<file path="src/rtl/pcm_pkg.sv">
`timescale 1ns/1ps
package pcm_pkg;
  localparam int unsigned WORD_BITS = 8;
  localparam int unsigned BIT_IDX_W = $clog2(WORD_BITS);
  typedef logic [WORD_BITS-1:0] pcm_word_t;
  typedef logic [BIT_IDX_W-1:0] bit_idx_t;
endpackage

</file>
<file path="src/rtl/pcm_slot_timer.sv">
`timescale 1ns/1ps
module pcm_slot_timer
  import pcm_pkg::*;
#(
  parameter int unsigned SLOT_W = 5
) (
  input  logic              clk_i,
  input  logic              rst_ni,
  input  logic              fs_i,
  input  logic              pd_i,
  input  logic              delayed_i,
  input  logic              tsa_en_i,
  input  logic [SLOT_W-1:0] slot_i,
  output logic              act_o,
  output bit_idx_t          bit_o
);
  localparam int unsigned POS_W = SLOT_W + BIT_IDX_W;

  logic              fs_q, run_q, rise;
  logic [POS_W-1:0]  cnt_q, pos;
  logic              pos_vld, at_end;
  logic [SLOT_W-1:0] eff_slot;

  assign rise     = fs_i & ~fs_q;
  assign eff_slot = (tsa_en_i & delayed_i) ? slot_i : '0;

  always_comb begin
    pos     = cnt_q;
    pos_vld = run_q;
    if (rise && !delayed_i) begin
      pos     = '0;
      pos_vld = 1'b1;
    end
    if (pd_i) pos_vld = 1'b0;
  end

  assign act_o  = pos_vld && (pos[POS_W-1:BIT_IDX_W] == eff_slot);
  assign bit_o  = pos[BIT_IDX_W-1:0];
  assign at_end = act_o && (bit_o == bit_idx_t'(WORD_BITS-1));

  always_ff @(posedge clk_i or negedge rst_ni) begin
    if (!rst_ni) begin
      fs_q  <= 1'b0;
      run_q <= 1'b0;
      cnt_q <= '0;
    end else begin
      fs_q <= fs_i;
      if (pd_i) begin
        run_q <= 1'b0;
      end else if (rise) begin
        run_q <= !(at_end);
        cnt_q <= delayed_i ? '0 : POS_W'(1);
      end else if (run_q) begin
        if (at_end) run_q <= 1'b0;
        else        cnt_q <= cnt_q + 1'b1;
      end
    end
  end
endmodule

</file>
<file path="src/rtl/pcm_tx_shift.sv">
`timescale 1ns/1ps
module pcm_tx_shift
  import pcm_pkg::*;
(
  input  logic      clk_i,
  input  logic      rst_ni,
  input  logic      act_i,
  input  bit_idx_t  bit_i,
  input  pcm_word_t word_i,
  output logic      dx_o,
  output logic      oe_o,
  output logic      last_o,
  output logic      half_o,
  output logic      done_o
);
  logic [WORD_BITS-2:0] sh_q;

  always_ff @(posedge clk_i or negedge rst_ni) begin
    if (!rst_ni) begin
      sh_q   <= '0;
      dx_o   <= 1'b0;
      oe_o   <= 1'b0;
      last_o <= 1'b0;
      done_o <= 1'b0;
    end else begin
      done_o <= oe_o & last_o;
      oe_o   <= act_i;
      last_o <= act_i && (bit_i == bit_idx_t'(WORD_BITS-1));
      if (act_i) begin
        if (bit_i == '0) begin
          dx_o <= word_i[WORD_BITS-1];
          sh_q <= word_i[WORD_BITS-2:0];
        end else begin
          dx_o <= sh_q[WORD_BITS-2];
          sh_q <= {sh_q[WORD_BITS-3:0], 1'b0};
        end
      end
    end
  end

  // mid-bit release of the line-driver enable in the last bit period
  always_ff @(negedge clk_i or negedge rst_ni) begin
    if (!rst_ni) half_o <= 1'b0;
    else         half_o <= oe_o & last_o;
  end
endmodule

</file>
<file path="src/rtl/pcm_rx_shift.sv">
`timescale 1ns/1ps
module pcm_rx_shift
  import pcm_pkg::*;
(
  input  logic      clk_i,
  input  logic      rst_ni,
  input  logic      act_i,
  input  bit_idx_t  bit_i,
  input  logic      dr_i,
  output pcm_word_t word_o,
  output logic      valid_o
);
  logic                 dr_s, act_q, last_q;
  logic [WORD_BITS-2:0] sh_q;

  always_ff @(negedge clk_i or negedge rst_ni) begin
    if (!rst_ni) dr_s <= 1'b0;
    else         dr_s <= dr_i;
  end

  always_ff @(posedge clk_i or negedge rst_ni) begin
    if (!rst_ni) begin
      act_q   <= 1'b0;
      last_q  <= 1'b0;
      sh_q    <= '0;
      word_o  <= '0;
      valid_o <= 1'b0;
    end else begin
      act_q   <= act_i;
      last_q  <= act_i && (bit_i == bit_idx_t'(WORD_BITS-1));
      valid_o <= act_q & last_q;
      if (act_q) sh_q <= {sh_q[WORD_BITS-3:0], dr_s};
      if (act_q && last_q) word_o <= {sh_q, dr_s};
    end
  end
endmodule

</file>
<file path="src/rtl/pcm_tsi.sv">
`timescale 1ns/1ps
module pcm_tsi
  import pcm_pkg::*;
#(
  parameter int unsigned SLOT_W = 5
) (
  input  logic              clk_i,
  input  logic              rst_ni,
  input  logic              fs_tx_i,
  input  logic              fs_rx_i,
  input  logic              dr_i,
  input  logic [7:0]        tx_byte_i,
  input  logic              delayed_i,
  input  logic              tsa_en_i,
  input  logic [SLOT_W-1:0] tx_slot_i,
  input  logic [SLOT_W-1:0] rx_slot_i,
  input  logic              pd_i,
  output logic              dx_o,
  output logic              dx_en_o,
  output logic              drv_en_no,
  output logic [7:0]        rx_byte_o,
  output logic              rx_valid_o,
  output logic              enc_start_o,
  output logic              dec_start_o
);
  logic     tx_act, rx_act;
  bit_idx_t tx_bit, rx_bit;
  logic     tx_oe, tx_last, tx_half, tx_done, rx_vld;
  pcm_word_t rx_word;

  pcm_slot_timer #(.SLOT_W(SLOT_W)) i_tx_tmr (
    .clk_i, .rst_ni, .fs_i(fs_tx_i), .pd_i, .delayed_i, .tsa_en_i,
    .slot_i(tx_slot_i), .act_o(tx_act), .bit_o(tx_bit)
  );

  pcm_slot_timer #(.SLOT_W(SLOT_W)) i_rx_tmr (
    .clk_i, .rst_ni, .fs_i(fs_rx_i), .pd_i, .delayed_i, .tsa_en_i,
    .slot_i(rx_slot_i), .act_o(rx_act), .bit_o(rx_bit)
  );

  pcm_tx_shift i_tx (
    .clk_i, .rst_ni, .act_i(tx_act), .bit_i(tx_bit), .word_i(tx_byte_i),
    .dx_o, .oe_o(tx_oe), .last_o(tx_last), .half_o(tx_half), .done_o(tx_done)
  );

  pcm_rx_shift i_rx (
    .clk_i, .rst_ni, .act_i(rx_act), .bit_i(rx_bit), .dr_i,
    .word_o(rx_word), .valid_o(rx_vld)
  );

  assign dx_en_o     = tx_oe & ~pd_i;
  assign drv_en_no   = ~(tx_oe & ~(tx_half & tx_last) & ~pd_i);
  assign rx_byte_o   = rx_word;
  assign rx_valid_o  = rx_vld & ~pd_i;
  assign dec_start_o = rx_vld & ~pd_i;
  assign enc_start_o = tx_done & ~pd_i;
endmodule

</file>
<file path="config.mk">
export PLATFORM = sky130hd
export DESIGN_NAME = pcm_tsi
export DESIGN_NICKNAME = d
export VERILOG_FILES = /design/src/rtl/pcm_pkg.sv /design/src/rtl/pcm_slot_timer.sv /design/src/rtl/pcm_tx_shift.sv /design/src/rtl/pcm_rx_shift.sv /design/src/rtl/pcm_tsi.sv
export SDC_FILE = /design/constraint.sdc
export NUM_CORES = 1
export LEC_CHECK = 0
export ABC_AREA = 0
export BUFFER_PORTS_ARGS = -buffer_cell sky130_fd_sc_hd__buf_2
export CAP_MARGIN = 20
export CORE_MARGIN = 3
export CORE_UTILIZATION = 50
export DETAILED_ROUTE_END_ITERATION = 7
export PLACE_DENSITY = 0.71
export SLEW_MARGIN = 20
export SYNTH_ARGS = -nofsm -noshare
export SYNTH_HDL_FRONTEND = slang
export SYNTH_SLANG_ARGS = --single-unit
</file>
<file path="constraint.sdc">
create_clock -name clk_i -period 4 [get_ports clk_i]
set_clock_uncertainty 0.1 [all_clocks]
set_input_delay 0.8 -clock clk_i [delete_from_list [all_inputs] [get_ports clk_i]]
set_output_delay 0.8 -clock clk_i [all_outputs]
set_load 0.01 [all_outputs]
</file>
==> out/results.txt, run 1 <==
Dividing the synthesized area by the synthesized cell count gives 10.38 sq um. The tools report the leakage power as 1.427 nW. The synthesized netlist devotes 21.69% of its cell area to simple gates. The tools report the pin count of the biggest net entering global routing as 29. 40 I/O pins were placed. In the global route stage, met3 resource usage came out at 3.837%.

The first detailed-routing pass ran for 4 iterations. Aggregate negative setup slack: 0 ns. The cell area reported after detailed placement is 2934 sq um, and the placeable core region is 5205 sq um. The via total after detailed routing was 2075; the met1 global-route usage was 24.20%.

After global routing the overflow that remains totals 0. The repair_antennas step left the layout with diodes totalling 0. The number of pins with negative max-slew slack in the final report came out at 0.

The synthesized netlist devotes 0.6419% of its cell area to XOR and XNOR gates. The run finished with clean final reports. Detailed placement finished with a half-perimeter wire length of 3810 microns. The tools report the number of resized instances in the post-cts repair step as 0. After clock tree synthesis, the clock-pin slew on the worst setup and hold paths is 0.09 ns.

The design area is 3074 sq um, and the horizontal die dimension is 79.88 microns. For this block, the initial DRC count from the detailed router was 177. STA classifies the critical path startpoint as a flop. The via count normalized by instance count is 5.654, and the async set-or-reset flop fraction in the synthesized netlist is 100.0%. Synthesis produced a netlist with a net count of 291.

The maximum fanout along the worst path was 1. TritonCTS built the clock tree. The setup path with the least slack is of type flop to output pin. DRC violation count after routing: 0. Setup repair after global routing left no endpoint under its margin. The worst-case IR drop observed on VDD is 0.2700 mV.

For this run, the leading register cell type out of synthesis is sky130_fd_sc_hd__dfrtp_1. The Yosys step of the flow raised 0 warnings. The signal on the critical path passes through nand2_1 > nand2_1 > buf_2. The synthesized netlist devotes 0.9170% of its cell area to adder and majority cells. Antenna violation net count after detailed routing: 0.

The final layout contains 324 nets. Cells with a size suffix above 1 make up 26.60% of the layout. The tools report the global-route total usage across every layer as 18.15%. The clock net sink count is 51. The most numerous cell on the critical path was sky130_fd_sc_hd__nand2_1. STA puts the critical path data required time at 3.10 ns. The synthesized netlist devotes 14.99% of its cell area to compound gates.

The peak per-stage delay on the critical path is 0.39 ns, and the sequential area share after synthesis is 46.77%. After synthesis, the netlist uses 57 different library cells. The slowest stage cell on the critical path is sky130_fd_sc_hd__dfrtn_1.

For the switching component of the power, the log shows 0.4008 mW. Global routing consumed, on the met2 layer, 29.55% of the routing resources. Counting the buffers created by CTS gives 5. The number of setup buffers added after CTS is 0. Counting every instance in the synthesized netlist gives 263. Net switching is 28.62% of the power. The internal portion of the total power is 0.9994 mW. The synthesized design contains 51 register bits. The clock tree synthesis step divided the H-tree into 2 levels. Per report_power, the combinational group accounts for 19.4% of the total. The number of hold-slack violations in the final timing report was 0; the total power after layout was 1.400 mW. The path depth of the worst reg2reg path is 1, and the effective utilization at floorplan is 52.43%.

The part of the total power dissipated in the clock network is 30.6%, and the slew of the pin with the lowest slew margin is 0.8237 ns. The die covers 6380 sq um. The post-detailed-route wirelength per cell is 14.59 microns, and the via count of the first global-routing pass is 2002.

Class of the worst hold path: input port to asynchronous set/reset pin. In this run the core area contains 26 standard-cell rows. The tool flagged a number of max-cap violations equal to 0. Clock root buffer master: sky130_fd_sc_hd__clkbuf_8. After clock tree synthesis, the flow added hold-fix buffers numbering 0. Leaving out fill and tap cells, the most frequent cells in the layout are sky130_fd_sc_hd__dfrtp_1, sky130_fd_sc_hd__buf_2, sky130_fd_sc_hd__nand2_1, sky130_fd_sc_hd__nor2_1, sky130_fd_sc_hd__mux2_2. Dominant combinational cell family by area after synthesis: simple AND/OR/NAND/NOR gates. For the number of antenna violations at the first check in global routing, the log shows 0. From synthesis to final layout, the design area changed by 12.65%.

Power spread over the standard cell area amounts to 455.5 nW/um^2. The die is 79.88 microns tall. Measured against its own limit, the worst slew margin works out to 44.88%.

Buffers placed on the I/O ports in this run total 39. The first global-routing pass estimated 9059 microns of wire. The tools report the type of destination of the critical path as an output pin. Of the total power, registers draw 49.9%. At the later pin of the worst-skew pair, clock insertion delay measures 0.30 ns. Setup violations remaining at the end of the flow were counted as 0.

The most common cell after layout, fill and taps aside was sky130_fd_sc_hd__dfrtp_1. Measured on the finished design, the core utilization comes to 59.06%. The number of enable-type register cells in the synthesized netlist is 0, and the cell area after synthesis is 2729 sq um. Multiplexer share of the synthesized area: 10.22%. Summed over all layers, the routed wires come to 5354 microns. Global routing's busiest layer: met2.

Data arrives at the worst endpoint at 2.91 ns. The longest clock path from root to sink contains 2 buffers. The congestion estimate from routability-driven global placement came to 0.8141.
flip-flops by register name, summed over array words and instances, names as in the netlist, 7 cells and up:
signal	cells
i_tx.sh_q	7
i_rx_tmr.cnt_q	8
i_rx.word_o	8
i_rx.sh_q	7
i_tx_tmr.cnt_q	8
final cells by class:
class,count,area (sq um)
clock buffer,5,68.82
clock inverter,3,71.32
fill,488,2131
inverter,10,37.54
multi-input combinational,187,1323
sequential,51,1276
tap,70,87.58
timing repair buffer,41,210.2
layer usage:
metal | share of wire (%) | vias up | wire length [microns]
li1 | - | 1018 | -
met1 | 46 | 1012 | 2483
met2 | 49 | 40 | 2598
met3 | 3.9 | 5 | 211
met4 | 1.1 | 0 | 60
met5 | 0 | - | 0
stage by stage:
step / setup slack, ns / instances / hold slack [ns]
final: 0.1867 / 367 / 0.2500
after global routing: 0.1334 / 367 / 0.2509
after CTS: 0.1768 / 367 / 0.2475
after detailed placement: 0.5081 / 359 / 0.3899
after global placement: 0.5159 / 359 / 0.3823
after floorplan: 0.5968 / 263 / 0.3697
power groups by stage:
stage                     Clock (mW)  Sequential (mW)  Combinational (mW)
after CTS                      0.439            0.698               0.276
after floorplan                    0            0.679               0.225
final                          0.429            0.699               0.272
after global routing           0.458            0.715               0.312
after detailed placement           0            0.707               0.276
after global placement             0            0.704               0.269
cells in the mapped netlist, drive strengths merged, types with 6 or more instances:
cell / number / share of area, %
inv: 10 / 1.4
mux2i: 11 / 4.0
mux2: 15 / 6.2
nand2b: 6 / 1.4
nor3: 6 / 1.1
nand2: 25 / 3.5
nand4: 6 / 1.4
o21ai: 6 / 1.1
nor2: 17 / 2.4
dfrtp: 49 / 45
clkbuf: 7 / 0.96
buf: 8 / 2.4
nand3: 13 / 2.4
or3: 6 / 1.4
a21oi: 13 / 2.7
cells by family after synthesis:
kind of cell    after synthesis
xor+xnor                      2
flops                        51
simple gates                104
mux                          26
compound gates               53
fa+ha+maj                     2
buf+inv                      25
path summary, 6_finish.rpt:
path	slack (ns)	start	endpoint
max	0.19	i_tx.half_o	drv_en_no
min	0.25	rst_ni	i_rx.word_o[0]
max reg2reg	1.16	i_rx.dr_s	i_rx.word_o[0]
min reg2reg	0.41	i_rx.word_o[2]	i_rx.word_o[2]
max in group asynchronous	1.43	rst_ni	i_rx.dr_s
min in group clk_i	0.41	i_rx.word_o[2]	i_rx.word_o[2]
worst max-delay path: cells and delay by family, from the launching register on:
kind | cells | cell delay [ns]
buffers and inverters | 1 | 0.12
AND/OR/NAND/NOR | 2 | 0.10
flip-flops | 1 | 0.39
Note: power is estimated with default switching activity, not from simulation.
==> run 2, diff against run 1 <==
--- a/config.mk
+++ b/config.mk
@@ -8,6 +8,7 @@
 export ABC_AREA = 0
 export BUFFER_PORTS_ARGS = -buffer_cell sky130_fd_sc_hd__buf_2
 export CAP_MARGIN = 20
+export CORE_ASPECT_RATIO = 0.8
 export CORE_MARGIN = 3
 export CORE_UTILIZATION = 50
 export DETAILED_ROUTE_END_ITERATION = 7
==> out/results.txt, run 2 (same netlist as run 1, synthesis figures left out) <==
The tool flagged a number of max-cap violations equal to 0. The number of buffers added for setup after CTS was 0; the horizontal die dimension was 88.60 microns. DRC violation count after routing: 0.

After the last flow step, the layout net total stands at 324. Critical path data required time: 3.10 ns. The worst setup path is of the flop to output pin kind.

Measured along the y axis, the die boundary spans 72.08 microns. The run gives 0 as the final antenna diode count. Hold repair after CTS inserted 0 buffers.

Walking the worst path, the cells encountered are nand2_1 > nand2_1 > buf_2. Power spread over the standard cell area amounts to 434.7 nW/um^2. The global-route total usage across every layer is 18.57%. The clock net sink count is 51. Family with the most delay on the worst path: flip-flops. The die covers 6385 sq um. The logs give 2 for the number of buffers on the longest clock path and 0.5078 ns for the worst-case setup slack after placement.

The endpoint identified for the worst register-to-register timing path is i_rx.word_o[0]. The logs give 437 for the count of filler cells inserted in the layout and 58.83% for the final core utilization. The maximum fanout along the worst path is 1, and the number of hold-slack violations in the final timing report is 0. The floorplan step defined a core boundary enclosing 5151 sq um. The combinational power share came out at 20.8%.

TritonCTS built the clock tree. In this design, the stage delay of the slowest critical-path cell is 0.39 ns. The post-detailed-route wirelength per cell was 14.96 microns; the sum of routed wire length over all layers was 5356 microns.

Leaving out fill and tap cells, the most frequent cell in the layout is sky130_fd_sc_hd__dfrtp_1. For the antenna violation net count after detailed routing, the log shows 0. Using the TritonRoute via totals, the vias-per-cell ratio works out to 5.816.

The internal portion of the total power is 0.9284 mW. The initial utilization of the core area, before any placement, comes to 52.98%. Summed over all nets, the half-perimeter wirelength after detailed placement is 3919 microns. In the layout the commonest cells are sky130_fd_sc_hd__dfrtp_1, sky130_fd_sc_hd__buf_2, sky130_fd_sc_hd__nand2_1, sky130_fd_sc_hd__nor2_1, sky130_fd_sc_hd__mux2_2. The tools report the type of destination of the critical path as an output pin. Headroom to the max-slew limit came out at 46.55%. For flop-to-flop paths, the worst setup slack is 1.18 ns. The number of buffers and inverters on the critical path is 1, and the worst setup margin is 0.1843 ns.

Launching element of the worst setup path: i_tx.half_o. The startpoint of the worst-slack reg-to-reg timing path was i_rx.dr_s. The largest registers in the layout are i_rx.word_o x8, i_rx_tmr.cnt_q x8, i_tx_tmr.cnt_q x8. For this run, the detailed router's first-pass iteration total came to 4. The post-route worst hold slack came out at 0.2883 ns.

The final instance count without filler cells was 358. 40 I/O pins were placed. The share of total power dissipated in sequential elements is 52.9%.

The floorplan has 23 rows. The layout-stage area growth over the synthesis result works out to 11.05%. In this run the number of H-tree levels came out at 2.

Total setup violations reported at the end of the flow: 0. Entering global routing, the biggest net connects 29 pins. The slew of the pin with the lowest slew margin was 0.7958 ns. The clock network burns 26.3% of the power. Setup repair after global routing left no endpoint under its margin.

Across the VDD grid, the largest voltage drop is 0.3020 mV. Summing all non-filler instances in the final layout gives an area of 3030 sq um. The via count of the first global-routing pass is 1967.

The number of buffers inserted during clock tree synthesis is 5. The tools report the kind of start point of the critical path as a flop. After clock tree synthesis, the clock-pin slew on the worst setup and hold paths is 0.09 ns.

The destination of the critical timing path is drv_en_no. The first global-routing pass estimated 9177 microns of wire. Clock root buffer master: sky130_fd_sc_hd__clkbuf_8.

Clock latency on the worst-skew pair, taken at its later pin, is 0.30 ns. In this run the worst hold path is classified as input port to asynchronous set/reset pin. The number of pins with negative max-slew slack in the final report is 0, and the number of resized instances in the post-cts repair step is 0. At the end of routability-driven placement, the weighted congestion stood at 0.7994. After the first detailed-routing iteration, the DRC count stood at 120.

Net switching is 29.52% of the power. The total stage count of the critical path came out at 3. The proportion of layout cells with a drive suffix above 1 was 26.35%; the leakage power was 1.407 nW.

The run finished with clean final reports. The path depth of the worst reg2reg path is 1. The tools report the via total after detailed routing as 2082. For the switching component of the power, the log shows 0.3889 mW.

The run gives 0 as the number of antenna violations at the first check in global routing. The slowest stage cell on the critical path was sky130_fd_sc_hd__dfrtn_1. Critical path arrival: 2.92 ns. Counting tap cells, the placed design contains a total of 351 instances. Setup total negative slack on the finished layout was measured at 0 ns.

Summed over all layers, the global routing overflow is 0. The placed instances occupy a cell area of 2924 sq um. The total power after layout came out at 1.317 mW.

The most numerous cell on the critical path was sky130_fd_sc_hd__nand2_1. The count of buffers added on input and output ports is 39.
==> run 2: cell count changes in the layout (fill, tap and decap cells not counted) <==
cell                         delta
sky130_fd_sc_hd__bufinv_16      -1
sky130_fd_sc_hd__inv_8          -1
sky130_fd_sc_hd__clkinvlp_4     +1
==> run 2: final cells by class <==
cell class,instances,area (sq um),share of cell area (%)
timing repair buffer,41,210.2,6.936
clock inverter,2,37.54,1.239
clock buffer,5,68.82,2.271
inverter,10,37.54,1.239
tap,62,77.57,2.560
sequential,51,1276,42.11
multi-input combinational,187,1323,43.64
==> run 2: per-layer routing <==
metal,up-vias,wire (microns),global-route usage (%)
met5,-,0,0
met4,0,106,7.718
met3,10,286,3.405
met2,61,2572,28.71
met1,991,2392,25.81
li1,1020,-,-
==> run 2: power groups by stage <==
stage | clock network (mW) | logic, mW | registers [mW]
after floorplan | 0 | 0.225 | 0.679
after global placement | 0 | 0.268 | 0.704
after detailed placement | 0 | 0.278 | 0.707
after CTS | 0.357 | 0.278 | 0.697
after global routing | 0.375 | 0.309 | 0.716
final | 0.346 | 0.274 | 0.697
==> run 2: worst min path at each step <==
| stage | from | to | slack, ns | depth (start not counted) |
|---|---|---|---|---|
| finish | rst_ni | i_tx_tmr.cnt_q[5] | 0.29 | 1 |
| global route | rst_ni | i_tx_tmr.cnt_q[5] | 0.30 | 1 |
| CTS | rst_ni | i_rx_tmr.cnt_q[4] | 0.29 | 1 |
| detailed placement | i_rx.word_o[1] | i_rx.word_o[1] | 0.39 | 1 |
| global placement | i_rx.word_o[4] | i_rx.word_o[4] | 0.38 | 1 |
| floorplan | i_tx.oe_o | i_tx.done_o | 0.37 | 1 |
